`config.mk`:
```
export PLATFORM = sky130hd
export DESIGN_NAME = pt_walker
export DESIGN_NICKNAME = d
export VERILOG_FILES = /design/src/rtl/pt_walker_pkg.sv /design/src/rtl/pt_walker_ctrl.sv /design/src/rtl/pt_walker_dp.sv /design/src/rtl/pt_walker.sv
export SDC_FILE = /design/constraint.sdc
export NUM_CORES = 1
export LEC_CHECK = 0
export ABC_CLOCK_PERIOD_IN_PS = 2800
export BUFFER_PORTS_ARGS = -buffer_cell sky130_fd_sc_hd__buf_2
export CAP_MARGIN = 5
export CELL_PAD_IN_SITES_DETAIL_PLACEMENT = 0
export CELL_PAD_IN_SITES_GLOBAL_PLACEMENT = 1
export CORE_ASPECT_RATIO = 1.4
export CORE_MARGIN = 2
export CORE_UTILIZATION = 32
export CTS_BUF_LIST = sky130_fd_sc_hd__clkbuf_16
export CTS_CLUSTER_SIZE = 16
export DETAILED_ROUTE_END_ITERATION = 6
export PLACE_DENSITY_LB_ADDON = 0.1
export SYNTH_ARGS = -nofsm -noshare
export SYNTH_HDL_FRONTEND = slang
export SYNTH_SLANG_ARGS = --single-unit
```
`constraint.sdc`:
```
create_clock -name clk -period 2.8 [get_ports clk]
set_input_delay 0.56 -clock clk [delete_from_list [all_inputs] [get_ports clk]]
set_output_delay 0.56 -clock clk [all_outputs]
set_load 0.05 [all_outputs]
```
`src/rtl/pt_walker_pkg.sv`:
```
package pt_walker_pkg;

  typedef enum logic [1:0] {
    ST_IDLE = 2'd0,
    ST_WAIT = 2'd1,
    ST_RESP = 2'd2
  } walkState_e;

  // strobes from control to datapath
  typedef struct packed {
    logic captureReq;
    logic captureEntry;
  } walkStrobe_t;

endpackage

```
`src/rtl/pt_walker_ctrl.sv`:
```
module pt_walker_ctrl
  import pt_walker_pkg::*;
(
  input  logic        clk,
  input  logic        rstN,
  input  logic        reqValid,
  output logic        reqReady,
  output logic        memReqValid,
  input  logic        memReqReady,
  input  logic        memRspValid,
  output logic        rspValid,
  input  logic        rspReady,
  output walkStrobe_t strobe
);

  walkState_e state;
  logic       issued;

  always_ff @(posedge clk) begin
    if (!rstN) begin
      state  <= ST_IDLE;
      issued <= 1'b0;
    end else begin
      unique case (state)
        ST_IDLE: begin
          issued <= 1'b0;
          if (reqValid) state <= ST_WAIT;
        end
        ST_WAIT: begin
          if (memReqValid && memReqReady) issued <= 1'b1;
          if (issued && memRspValid) state <= ST_RESP;
        end
        ST_RESP: begin
          if (rspReady) state <= ST_IDLE;
        end
        default: state <= ST_IDLE;
      endcase
    end
  end

  always_comb begin
    reqReady            = (state == ST_IDLE);
    memReqValid         = (state == ST_WAIT) && !issued;
    rspValid            = (state == ST_RESP);
    strobe.captureReq   = (state == ST_IDLE) && reqValid;
    strobe.captureEntry = (state == ST_WAIT) && issued && memRspValid;
  end

  // after a read handshake no further read is raised for this walk
  a_r10_single_read: assert property (@(posedge clk) disable iff (!rstN)
    (memReqValid && memReqReady) |=> !memReqValid);

  // an accepted request leaves the idle state on the next cycle
  a_r2_accept_busy: assert property (@(posedge clk) disable iff (!rstN)
    (reqValid && reqReady) |=> !reqReady);

endmodule

```
`src/rtl/pt_walker_dp.sv`:
```
module pt_walker_dp
  import pt_walker_pkg::*;
#(
  parameter int ADDR_W      = 32,
  parameter int OFF_W       = 12,
  parameter int PTE_W       = 32,
  parameter int PRESENT_BIT = 0
) (
  input  logic              clk,
  input  logic              rstN,
  input  walkStrobe_t       strobe,
  input  logic [ADDR_W-1:0] reqLinAddr,
  input  logic [ADDR_W-1:0] tableBase,
  input  logic [PTE_W-1:0]  memRspData,
  output logic [ADDR_W-1:0] memReqAddr,
  output logic [ADDR_W-1:0] physAddr,
  output logic              fault,
  output logic [ADDR_W-1:0] faultAddr
);

  localparam int PN_W   = ADDR_W - OFF_W;
  localparam int IDX_SH = $clog2(PTE_W / 8);
  localparam logic [ADDR_W-1:0] BASE_MASK    = {{PN_W{1'b1}}, {OFF_W{1'b0}}};
  localparam logic [PTE_W-1:0]  PRESENT_MASK = PTE_W'(1) << PRESENT_BIT;

  logic [ADDR_W-1:0] linReg;
  logic [PN_W-1:0]   baseFrame;
  logic [PN_W-1:0]   frameReg;
  logic              presentReg;
  logic [PN_W-1:0]   pageNum;

  assign pageNum = linReg[ADDR_W-1:OFF_W];

  always_ff @(posedge clk) begin
    if (!rstN) begin
      linReg     <= '0;
      baseFrame  <= '0;
      frameReg   <= '0;
      presentReg <= 1'b0;
    end else begin
      if (strobe.captureReq) begin
        linReg    <= reqLinAddr;
        baseFrame <= PN_W'((tableBase & BASE_MASK) >> OFF_W);
      end
      if (strobe.captureEntry) begin
        frameReg   <= memRspData[PTE_W-1 -: PN_W];
        presentReg <= |(memRspData & PRESENT_MASK);
      end
    end
  end

  always_comb begin
    memReqAddr = {baseFrame, {OFF_W{1'b0}}} + ADDR_W'({pageNum, {IDX_SH{1'b0}}});
    fault      = !presentReg;
    physAddr   = fault ? '0 : {frameReg, linReg[OFF_W-1:0]};
    faultAddr  = fault ? linReg : '0;
  end

  // the captured request is not disturbed by input changes while busy
  a_r8_lin_held: assert property (@(posedge clk) disable iff (!rstN)
    !strobe.captureReq |=> $stable(linReg));

endmodule

```
`src/rtl/pt_walker.sv`:
```
module pt_walker
  import pt_walker_pkg::*;
#(
  parameter int ADDR_W      = 32,
  parameter int OFF_W       = 12,
  parameter int PTE_W       = 32,
  parameter int PRESENT_BIT = 0
) (
  input  logic              clk,
  input  logic              rstN,
  input  logic              reqValid,
  output logic              reqReady,
  input  logic [ADDR_W-1:0] reqLinAddr,
  input  logic [ADDR_W-1:0] tableBase,
  output logic              memReqValid,
  input  logic              memReqReady,
  output logic [ADDR_W-1:0] memReqAddr,
  input  logic              memRspValid,
  input  logic [PTE_W-1:0]  memRspData,
  output logic              rspValid,
  input  logic              rspReady,
  output logic [ADDR_W-1:0] rspPhysAddr,
  output logic              rspFault,
  output logic [ADDR_W-1:0] rspFaultAddr
);

  walkStrobe_t strobe;
  logic        rawFault;

  pt_walker_ctrl u_ctrl (
    .clk        (clk),
    .rstN       (rstN),
    .reqValid   (reqValid),
    .reqReady   (reqReady),
    .memReqValid(memReqValid),
    .memReqReady(memReqReady),
    .memRspValid(memRspValid),
    .rspValid   (rspValid),
    .rspReady   (rspReady),
    .strobe     (strobe)
  );

  pt_walker_dp #(
    .ADDR_W     (ADDR_W),
    .OFF_W      (OFF_W),
    .PTE_W      (PTE_W),
    .PRESENT_BIT(PRESENT_BIT)
  ) u_dp (
    .clk       (clk),
    .rstN      (rstN),
    .strobe    (strobe),
    .reqLinAddr(reqLinAddr),
    .tableBase (tableBase),
    .memRspData(memRspData),
    .memReqAddr(memReqAddr),
    .physAddr  (rspPhysAddr),
    .fault     (rawFault),
    .faultAddr (rspFaultAddr)
  );

  assign rspFault = rspValid && rawFault;

  // never ready while a read or a result is outstanding
  a_r2_busy_not_ready: assert property (@(posedge clk) disable iff (!rstN)
    (memReqValid || rspValid) |-> !reqReady);

  // a stalled read keeps its request and address
  a_r3_read_hold: assert property (@(posedge clk) disable iff (!rstN)
    (memReqValid && !memReqReady) |=> (memReqValid && $stable(memReqAddr)));

  // a stalled response keeps every field
  a_r7_rsp_hold: assert property (@(posedge clk) disable iff (!rstN)
    (rspValid && !rspReady) |=> (rspValid && $stable(rspPhysAddr)
      && $stable(rspFault) && $stable(rspFaultAddr)));

  // a faulting response carries no physical address
  a_r5_fault_no_phys: assert property (@(posedge clk) disable iff (!rstN)
    (rspValid && rspFault) |-> (rspPhysAddr == '0));

  // a good translation reports no faulting address
  a_r4_ok_no_fault_addr: assert property (@(posedge clk) disable iff (!rstN)
    (rspValid && !rspFault) |-> (rspFaultAddr == '0));

endmodule

```
==> reports/qor.yml, run 1 <==
outcome: "complete, but fails checks"
violations: "negative setup slack"
drtPass1Iterations: 4
yosys.area.top_type: "dfxtp_1"
die_w_um: 97.7
globalRouteOverflowTotal: 0
synth_area_leaders: "dfxtp_1 (39%), nand2_1 (15%), a21boi_0 (12%)"
routedWlPerCell_um: 13.6
pre_cts_slack_ns: -0.0267
num_rows: 47
peakVddDrop_v: 0.000283
slew_viol_final: 0
final_cells: 809
antenna_found_initial: 0
setup_slack_ns: -0.0688
power.total_mw: 2.97
cts_tree: "done"
crit_family: "compound AO/OA/AOI/OAI gates"
whs_endpoint: "u_dp.frameReg[17]"
grt_pass1_vias: 3524
setup-tns-final_ns: -0.143
max_slew_margin_pct: 37.3
internal_power_mw: 2.09
gp_congestion: 0.764
clock-root-buffer: "clkbuf_16"
ant_nets: 0
htreeDepth: 3
critical_path_peak_fanout: 5
num_antenna_cells: 0
clock_power_share_pct: 40.6
p_comb_share_pct: 20.0
nFillCells: 1276
insertion_delay_ns: 0.33
period_needed_ns: 2.87
p_switching_mw: 0.884
cp.depth: 9
slowest_delay_ns: 0.34
cts_hold_buf: 0
synth_top_area_share_pct: 38.7
hold_start: "u_dp.frameReg[17]"
critPathKind: "reg -> out"
drive_above_1_share_pct: 34.6
seq_power_share_pct: 39.4
core_area_um2: 11900
cts_sinks: 76
avgSynthCellArea_um2: 7.88
rr_worst_depth: 5
finClkSkew_ns: 0.00402
seqCellArea_um2: 1530
drc: 0
syn_area_um2: 3930
start_util_pct: 33.0
drtIter0Drc: 53
wl_um: 11000
cp.required_ns: 2.24
cap_violations: 0
grtUsageTotal_pct: 16.3
max_freq_mhz: 349
synth-edff-count: 0
hold_viol: 0
tightest_slew_ns: 0.938
hold_path.class: "reg -> reg"
fp.dieArea_um2: 13200
yosys_register_bits: 76
reg2reg_to: "u_dp.linReg[22]"
viasPerCell: 4.58
start_kind: "register"
swShare_pct: 29.7
worst-path-buf-inv: 2
power_density_nw_per_um2: 555
grt_pass1_wl_um: 17300
portBuffers: 176
setup_violations: 3
yosysSeqAreaShare_pct: 38.7
rrSetupSlack_ns: 1.05
hold_depth: 2
multi_input_area_um2: 2280
synth_top_flop_cell: "dfxtp_1"
cp-end-kind: "primary output"
mostFrequentLayoutCell: "buf_2"
power_leakage_nw: 2.59
syn-instance-count: 499
cts.clk_slew.worst_paths_ns: 0.06
slowest_stage: "dfxtp_2"
r2r_start: "u_ctrl.state[0]"
ys_types: 34
cts_buffers: 9
fin_nets: 770
area_growth_pct: 36.4
die_h_um: 135
rsz0062_at_grt: "yes"
async_flop_share_pct: 0
period_share_pct: 102
final_cell_mix: "buf_2 (163), nand2_1 (154), dfxtp_1 (70), a21boi_0 (65), and2_1 (33)"
grt_max_degree: 48
path_cells: "ha_4, fa_2, a21o_1, a221oi_4, buf_6, o21ai_4, nand4_1, xnor2_1, buf_4"
cts_buffer_depth: 2
dp_cells: 788
dp_hpwl_um: 8020
io_pins: 202
crit_start: "u_dp.linReg[22]"
vias: 3703
arrival_ns: 2.31
yosysWarnings: 0
layout make-up:
cell class	count	share of cell area, %
inverters	3	0.210
multi-input cells	377	42.5
repair buffers	190	19.6
well taps	147	3.43
clock buffers	9	4.20
clock inverters	7	1.54
flip-flops and latches	76	28.5
how the worst max path moves through the flow:
stage,slack [ns],end
after detailed placement,-0.03,memReqAddr[30]
after global placement,0.001,memReqAddr[30]
after CTS,-0.08,memReqAddr[20]
final,-0.07,memReqAddr[28]
after global routing,-0.17,memReqAddr[28]
after floorplan,0.07,memReqAddr[28]
power groups by stage:
stage               Clock, mW  Combinational, mW  Sequential, mW
floorplan                   0              0.436            1.18
global placement            0              0.580            1.19
detailed placement          0              0.583            1.19
CTS                      1.25              0.597            1.17
global route             1.29              0.641            1.18
finish                   1.21              0.596            1.17
layer usage:
metal / GRT usage [%] / part of all wire (%) / wire [um]
met5: 0 / 0 / 0
met4: 6.02 / 1.4 / 155
met3: 3.82 / 5.5 / 610
met2: 28.8 / 51 / 5640
met1: 19.1 / 42 / 4630
kinds of logic (layout without fill, tap and decap cells):
logic type	after synthesis	after routing	synth area share (%)
buffers and inverters	47	209	5.92
AO/OA/AOI/OAI	103	103	19.4
XOR/XNOR	18	18	4.01
AND/OR/NAND/NOR	243	243	28.2
other	1	2	0.0953
flip-flops	76	76	38.7
adder cells (fa/ha/maj)	11	11	3.69
flip-flops by register name (all words and copies together), names as in the netlist:
register         cells
u_ctrl.issued        1
u_ctrl.state         2
u_dp.baseFrame      20
u_dp.frameReg       20
u_dp.linReg         32
u_dp.presentReg      1
tightest hold or removal path, delay by kind of cell (launching register included):
family | cells | cell delay [ns]
flip-flops | 1 | 0.30
AO/OA/AOI/OAI | 1 | 0.06
AND/OR/NAND/NOR | 1 | 0.04
metrics by stage:
stage | utilization (%) | area, um2 | hold slack (ns)
after floorplan | - | 3950 | 0.439
after global placement | 40.9 | 4890 | 0.446
after detailed placement | 40.9 | 4890 | 0.457
after CTS | 44.3 | 5290 | 0.455
after global routing | 44.9 | 5360 | 0.459
final | 44.9 | 5360 | 0.461
cells in the mapped netlist, types with 6 or more instances:
master,instances
xor2_1,7
nor2_1,9
a21boi_1,8
nand4_1,6
a21o_1,7
xnor2_1,11
ha_1,10
buf_2,9
a21boi_0,65
clkbuf_1,23
buf_4,12
and2_1,34
a21oi_1,10
dfxtp_1,76
nand2_1,155
nor2b_1,32
timing repair:
item	CTS	global route
endpoints found under the setup margin	13	13
pin swaps	8	2
setup buffers	3	2
resized for setup	22	15
(Power assumes the default switching activity.)
==> inputs of run 2 (changes only) <==
--- a/config.mk
+++ b/config.mk
@@ -6,7 +6,7 @@
 export NUM_CORES = 1
 export LEC_CHECK = 0
 export ABC_CLOCK_PERIOD_IN_PS = 2800
-export BUFFER_PORTS_ARGS = -buffer_cell sky130_fd_sc_hd__buf_2
+export BUFFER_PORTS_ARGS = -buffer_cell sky130_fd_sc_hd__clkbuf_2
 export CAP_MARGIN = 5
 export CELL_PAD_IN_SITES_DETAIL_PLACEMENT = 0
 export CELL_PAD_IN_SITES_GLOBAL_PLACEMENT = 1
==> run 2 against run 1 <==
  * The flow still finishes with violations (negative setup slack)
  * Largest cell class unchanged
  * Die area unchanged
  * Sequential share of layout area decreased by 0.73 points
  * Count of clock-buffer cells in the layout unchanged
  * Largest power group unchanged
  * Power increased by 7.3%
  * Fmax decreased by 2.3%
  * Critical path depth unchanged
  * Setup slack got worse by 0.068 ns
  * Highest routed layer unchanged
  * First-iteration DRC count increased by 83%
  * Global-route usage increased by 0.48 points
  * Worst hold slack got worse by 0.020 ns
  * Flip-flop and latch count unchanged
==> reports/qor.yml, run 2 (synthesized netlist as in run 1, its figures left out) <==
grt_pass1_vias: 3653  # +3.7%
hold_viol: 0  # unchanged
period_needed_ns: 2.94  # +0.0675 ns
antenna_found_initial: 0  # unchanged
ant_nets: 0  # unchanged
core_area_um2: 11900  # unchanged
power_leakage_nw: 2.61  # +0.78%
final_cells: 809  # unchanged
power_density_nw_per_um2: 580  # +4.7%
period_share_pct: 105  # +2.4 points
io_pins: 202  # unchanged
hold_path.class: "in -> reg"
max_slew_margin_pct: 35.3  # -2.0 points
drive_above_1_share_pct: 34.4  # -0.15 points
max_freq_mhz: 341  # -2.3%
top_regs: "u_dp.linReg x32, u_dp.baseFrame x20, u_dp.frameReg x20"
fin_nets: 771  # +0.13%
cap_violations: 0  # unchanged
final_cell_mix: "clkbuf_2 (162), nand2_1 (154), dfxtp_1 (71), a21boi_0 (65), and2_1 (33)"
rsz0062_at_grt: "yes"
tightest_slew_ns: 0.967  # +0.0296 ns
dp_cells: 788  # unchanged
cts_buffers: 9  # unchanged
drc: 0  # unchanged
htreeDepth: 3  # unchanged
fp.dieArea_um2: 13200  # unchanged
final_cell_area_um2: 5500  # +2.5%
cts_sinks: 76  # unchanged
setup_violations: 6  # +3
dp_hpwl_um: 8110  # +1.2%
cts_hold_buf: 0  # unchanged
critPathKind: "reg -> out"
vias: 3740  # +1.0%
gp_congestion: 0.802  # +4.9%
mostFrequentLayoutCell: "clkbuf_2"
nFillCells: 1252  # -1.9%
viasPerCell: 4.62  # +1.0%
arrival_ns: 2.38  # +0.07 ns
placed_area_um2: 4900  # +0.31%
peakVddDrop_v: 0.000254  # -10%
clock-root-buffer: "clkbuf_16"
portBuffers: 176  # unchanged
grt_pass1_wl_um: 17700  # +2.3%
grt_max_degree: 48  # unchanged
setup_slack_ns: -0.136  # -0.0675 ns
die_h_um: 135  # unchanged
slew_viol_final: 0  # unchanged
insertion_delay_ns: 0.33  # about the same
cp-end-kind: "primary output"
drtPass1Iterations: 4  # unchanged
cts_buffer_depth: 2  # unchanged
drtIter0Drc: 97  # +83%
num_antenna_cells: 0  # unchanged
die_w_um: 97.7  # unchanged
cts.clk_slew.worst_paths_ns: 0.06  # about the same
finClkSkew_ns: 0.00575  # +0.00173 ns
grtUsageTotal_pct: 16.7  # +0.48 points
largest-register: "u_dp.linReg"
cp.required_ns: 2.24  # about the same
critical_path_peak_fanout: 5  # unchanged
start_kind: "register"
start_util_pct: 33.0  # unchanged
globalRouteOverflowTotal: 0  # unchanged
area_growth_pct: 39.8
routedWlPerCell_um: 13.7  # +0.33%
violations: "negative setup slack"
wl_um: 11100  # +0.33%
cts_tree: "done"
outcome: "complete, but fails checks"
largest_reg_flops: 32  # unchanged
num_rows: 47  # unchanged
[run 2: cell count changes in the layout (fill, tap and decap cells not counted), sizes merged]
cell / change
buf: -165
clkbuf: +165
clkinv: -3
bufinv: +2
bufbuf: +1
[run 2: worst paths after layout]
check,startpoint,endpoint,slack (ns),cells after the start
worst max-delay path,u_dp.baseFrame[0],memReqAddr[28],-0.14,9
worst min-delay path,reqLinAddr[17],u_dp.linReg[17],0.44,3
worst max register to register,u_ctrl.state[0],u_dp.frameReg[7],1.09,3
worst min register to register,u_dp.frameReg[1],u_dp.frameReg[1],0.46,2
[run 2: metrics by stage]
step           utilization, %  setup WS [ns]  setup TNS [ns]  hold slack, ns  power [mW]
6_report                 46.1         -0.136          -0.603           0.441        3.19
5_1_grt                  46.1         -0.230           -1.99           0.443        3.34
4_1_cts                  45.7         -0.166          -0.885           0.429        3.23
3_5_place_dp             41.1        -0.0578          -0.162           0.453        1.79
3_3_place_gp             41.1        -0.0138         -0.0275           0.445        1.78
2_1_floorplan               -         0.0654               0           0.439        1.62
[run 2: power breakdown]
group          switching, mW  total (mW)  internal [mW]
clock network          0.444        1.39          0.951
registers             0.0410        1.17           1.13
logic                  0.411       0.626          0.215
total                  0.896        3.19           2.30
[run 2: layer usage]
metal	vias to the layer above	part of all wire, %	track usage, %
met1	1708	41	19.5
met4	0	1.1	5.79
met2	109	52	29.7
met3	8	6.2	4.44
li1	1915	-	-
met5	-	0	0
[run 2: worst max-delay path, cell delays in order (launching register included)]
cell and delay (ns):
dfxtp_2 0.33, ha_4 0.17, fa_2 0.35, a21o_1 0.22
a221oi_4 0.28, buf_6 0.15, o21ai_4 0.08, nand4_1 0.11
xnor2_1 0.13, clkbuf_8 0.21
[run 2: what timing repair did]
| item | CTS | global route |
|---|---|---|
| resized for setup | 36 | 17 |
| pin swaps | 12 | 15 |
| buffers inserted | 6 | 2 |
| endpoints found under the setup margin | 14 | 14 |
[run 2: cell type report]
class                   instances  area (um2)  share of cell area [%]
flip-flops and latches         76        1530                    27.8
well taps                     147         184                    3.34
clock buffers                   9         225                    4.09
inverters                       3        11.3                   0.205
multi-input cells             377        2290                    41.6
repair buffers                191        1130                    20.6
clock inverters                 6         129                    2.34
==> inputs of run 3 (changes only) <==
--- a/config.mk
+++ b/config.mk
@@ -5,7 +5,7 @@
 export SDC_FILE = /design/constraint.sdc
 export NUM_CORES = 1
 export LEC_CHECK = 0
-export ABC_CLOCK_PERIOD_IN_PS = 2800
+export ABC_CLOCK_PERIOD_IN_PS = 3100
 export BUFFER_PORTS_ARGS = -buffer_cell sky130_fd_sc_hd__clkbuf_2
 export CAP_MARGIN = 5
 export CELL_PAD_IN_SITES_DETAIL_PLACEMENT = 0
@@ -16,6 +16,7 @@
 export CTS_BUF_LIST = sky130_fd_sc_hd__clkbuf_16
 export CTS_CLUSTER_SIZE = 16
 export DETAILED_ROUTE_END_ITERATION = 6
+export GPL_ROUTABILITY_DRIVEN = 1
 export PLACE_DENSITY_LB_ADDON = 0.1
 export SYNTH_ARGS = -nofsm -noshare
 export SYNTH_HDL_FRONTEND = slang
==> constraint.sdc (replaced) <==
create_clock -name clk -period 3.1 [get_ports clk]
set_input_delay 0.62 -clock clk [delete_from_list [all_inputs] [get_ports clk]]
set_output_delay 0.62 -clock clk [all_outputs]
set_load 0.05 [all_outputs]
==> run 3 against run 2 <==
  * The run now ends clean
  * Sequential share of layout area up 1.5 points
  * First-iteration DRC count shrank 13%
  * Power shrank 19%
  * Clock skew is 0.0025 ns lower
  * Flip-flop and latch count unchanged
  * Clock power decreased by 27%
  * Non-clock buffer count is 7 lower
  * Largest power group is now registers
  * Highest routed layer unchanged
==> reports/qor.yml, run 3 (synthesized netlist as in run 1, its figures left out) <==
clock-root-buffer: "clkbuf_16"
rrSetupSlack_ns: 1.31  # +0.22 ns
max_freq_mhz: 335
drtIter0Drc: 84  # -13%
final_cells: 803  # -0.74%
critical_path_peak_fanout: 5  # unchanged
num_antenna_cells: 0  # unchanged
peakVddDrop_v: 0.000248  # -2.7%
drc: 0  # unchanged
cts.clk_slew.worst_paths_ns: 0.06  # about the same
hold_start: "u_dp.frameReg[19]"
tightest_slew_ns: 0.783  # -0.184 ns
crit_start: "u_dp.baseFrame[0]"
wl_um: 11000  # -0.73%
start_util_pct: 33.0  # unchanged
grt_max_degree: 64  # +33%
portBuffers: 176  # unchanged
placed_area_um2: 4840  # -1.3%
hold_viol: 0  # unchanged
period_needed_ns: 2.98
final_cell_area_um2: 5210  # -5.2%
grt_pass1_wl_um: 17600  # -0.63%
globalRouteOverflowTotal: 0  # unchanged
power_density_nw_per_um2: 497  # -14%
arrival_ns: 2.36  # -0.02 ns
slowest_stage: "fa_2"
hold_path.class: "reg -> reg"
cts_buffers: 9  # unchanged
grtUsageTotal_pct: 16.7  # -0.081 points
grt_pass1_vias: 3613  # -1.1%
path_cells: "ha_4, fa_2, a21o_1, a221oi_4, o21ai_4, nand4_1, xnor2_1, clkbuf_8"
period_share_pct: 96.2
finalCoreUtilization_pct: 43.7  # -2.4 points
start_kind: "register"
mostFrequentLayoutCell: "clkbuf_2"
critPathKind: "reg -> out"
cp-end-kind: "primary output"
slew_viol_final: 0  # unchanged
whs_ns: 0.460  # +0.0189 ns
area_growth_pct: 32.5
rr_worst_depth: 5  # +2
largest_reg_flops: 32  # unchanged
reg2reg_to: "u_dp.baseFrame[17]"
fin_nets: 764  # -0.91%
setup-tns-final_ns: 0  # +0.603 ns
viasPerCell: 4.59  # -0.68%
cts_tree: "done"
antenna_found_initial: 0  # unchanged
routedWlPerCell_um: 13.7  # about the same
fp.dieArea_um2: 13200  # unchanged
cp.depth: 8  # -1
dp_hpwl_um: 8060  # -0.60%
gp_congestion: 0.853  # +6.4%
num_rows: 47  # unchanged
die_w_um: 97.7  # unchanged
cap_violations: 0  # unchanged
finClkSkew_ns: 0.00329  # -0.00247 ns
htreeDepth: 3  # unchanged
cts_sinks: 76  # unchanged
core_area_um2: 11900  # unchanged
cts_hold_buf: 0  # unchanged
power_leakage_nw: 2.48  # -4.7%
cts_buffer_depth: 2  # unchanged
insertion_delay_ns: 0.33  # about the same
worst-path-buf-inv: 1  # -1
ant_nets: 0  # unchanged
max_slew_margin_pct: 47.8  # +12 points
outcome: "completed"
crit_family: "compound AO/OA/AOI/OAI gates"
die_h_um: 135  # unchanged
setup_violations: 0  # -6
cp.required_ns: 2.48  # +0.24 ns
drtPass1Iterations: 4  # unchanged
r2r_start: "u_ctrl.state[0]"
top_regs: "u_dp.linReg x32, u_dp.baseFrame x20, u_dp.frameReg x20"
final_cell_mix: "clkbuf_2 (168), nand2_1 (154), dfxtp_1 (74), a21boi_0 (65), and2_1 (33)"
vias: 3687  # -1.4%
crit_end: "memReqAddr[30]"
largest-register: "u_dp.linReg"
drive_above_1_share_pct: 31.7  # -2.7 points
io_pins: 202  # unchanged
slowest_delay_ns: 0.34  # about the same
dp_cells: 786  # -0.25%
-- run 3: cell types whose count changed in the layout (fill, tap and decap cells not counted), sizes merged --
| cell | change |
|---|---|
| clkbuf | +7 |
| bufinv | -3 |
| clkinv | +3 |
| bufbuf | -1 |
| buf | -13 |
| inv | +1 |
-- run 3: stage by stage --
stage          worst slack (ns)  total power [mW]
6_report                  0.119              2.59
5_1_grt                -0.00742              2.73
4_1_cts                  0.0258              2.64
3_5_place_dp              0.196              1.60
3_3_place_gp              0.211              1.59
2_1_floorplan             0.132              1.46
-- run 3: how the worst min path moves through the flow --
stage | cells after the start | slack [ns] | end
floorplan | 2 | 0.44 | u_dp.frameReg[14]
global placement | 2 | 0.45 | u_dp.baseFrame[0]
detailed placement | 2 | 0.46 | u_dp.frameReg[19]
CTS | 2 | 0.46 | u_dp.baseFrame[0]
global route | 2 | 0.48 | u_dp.frameReg[12]
finish | 2 | 0.46 | u_dp.frameReg[19]
-- run 3: tightest hold or removal path, stage by stage (launching register included) --
cell and delay (ns):
dfxtp_1 0.31, nand2_1 0.04, a21boi_0 0.06
-- run 3: cell type report --
cell class	count	area [um2]
flip-flops and latches	76	1520
fillers	1287	6730
clock inverters	7	60.1
inverters	3	11.3
clock buffers	9	225
multi-input cells	377	2230
repair buffers	184	978
well taps	147	184
-- run 3: routing by layer --
metal / wire length (um) / GRT usage [%] / vias to the layer above
met2: 5700 / 29.8 / 114
met5: 0 / 0 / -
met4: 262 / 8.02 / 0
met3: 607 / 3.72 / 19
met1: 4420 / 18.7 / 1648
li1: - / - / 1906
-- run 3: power breakdown --
| group | internal, mW | total (mW) | switching (mW) |
|---|---|---|---|
| Combinational | 0.159 | 0.520 | 0.361 |
| Clock | 0.613 | 1.01 | 0.399 |
| Sequential | 1.02 | 1.06 | 0.0391 |
-- run 3: what timing repair did --
action,in CTS,in global routing
setup endpoints to repair,6,12
resized for setup,11,9
pin swaps,2,4
gates cloned,0,0
buffers inserted,1,0
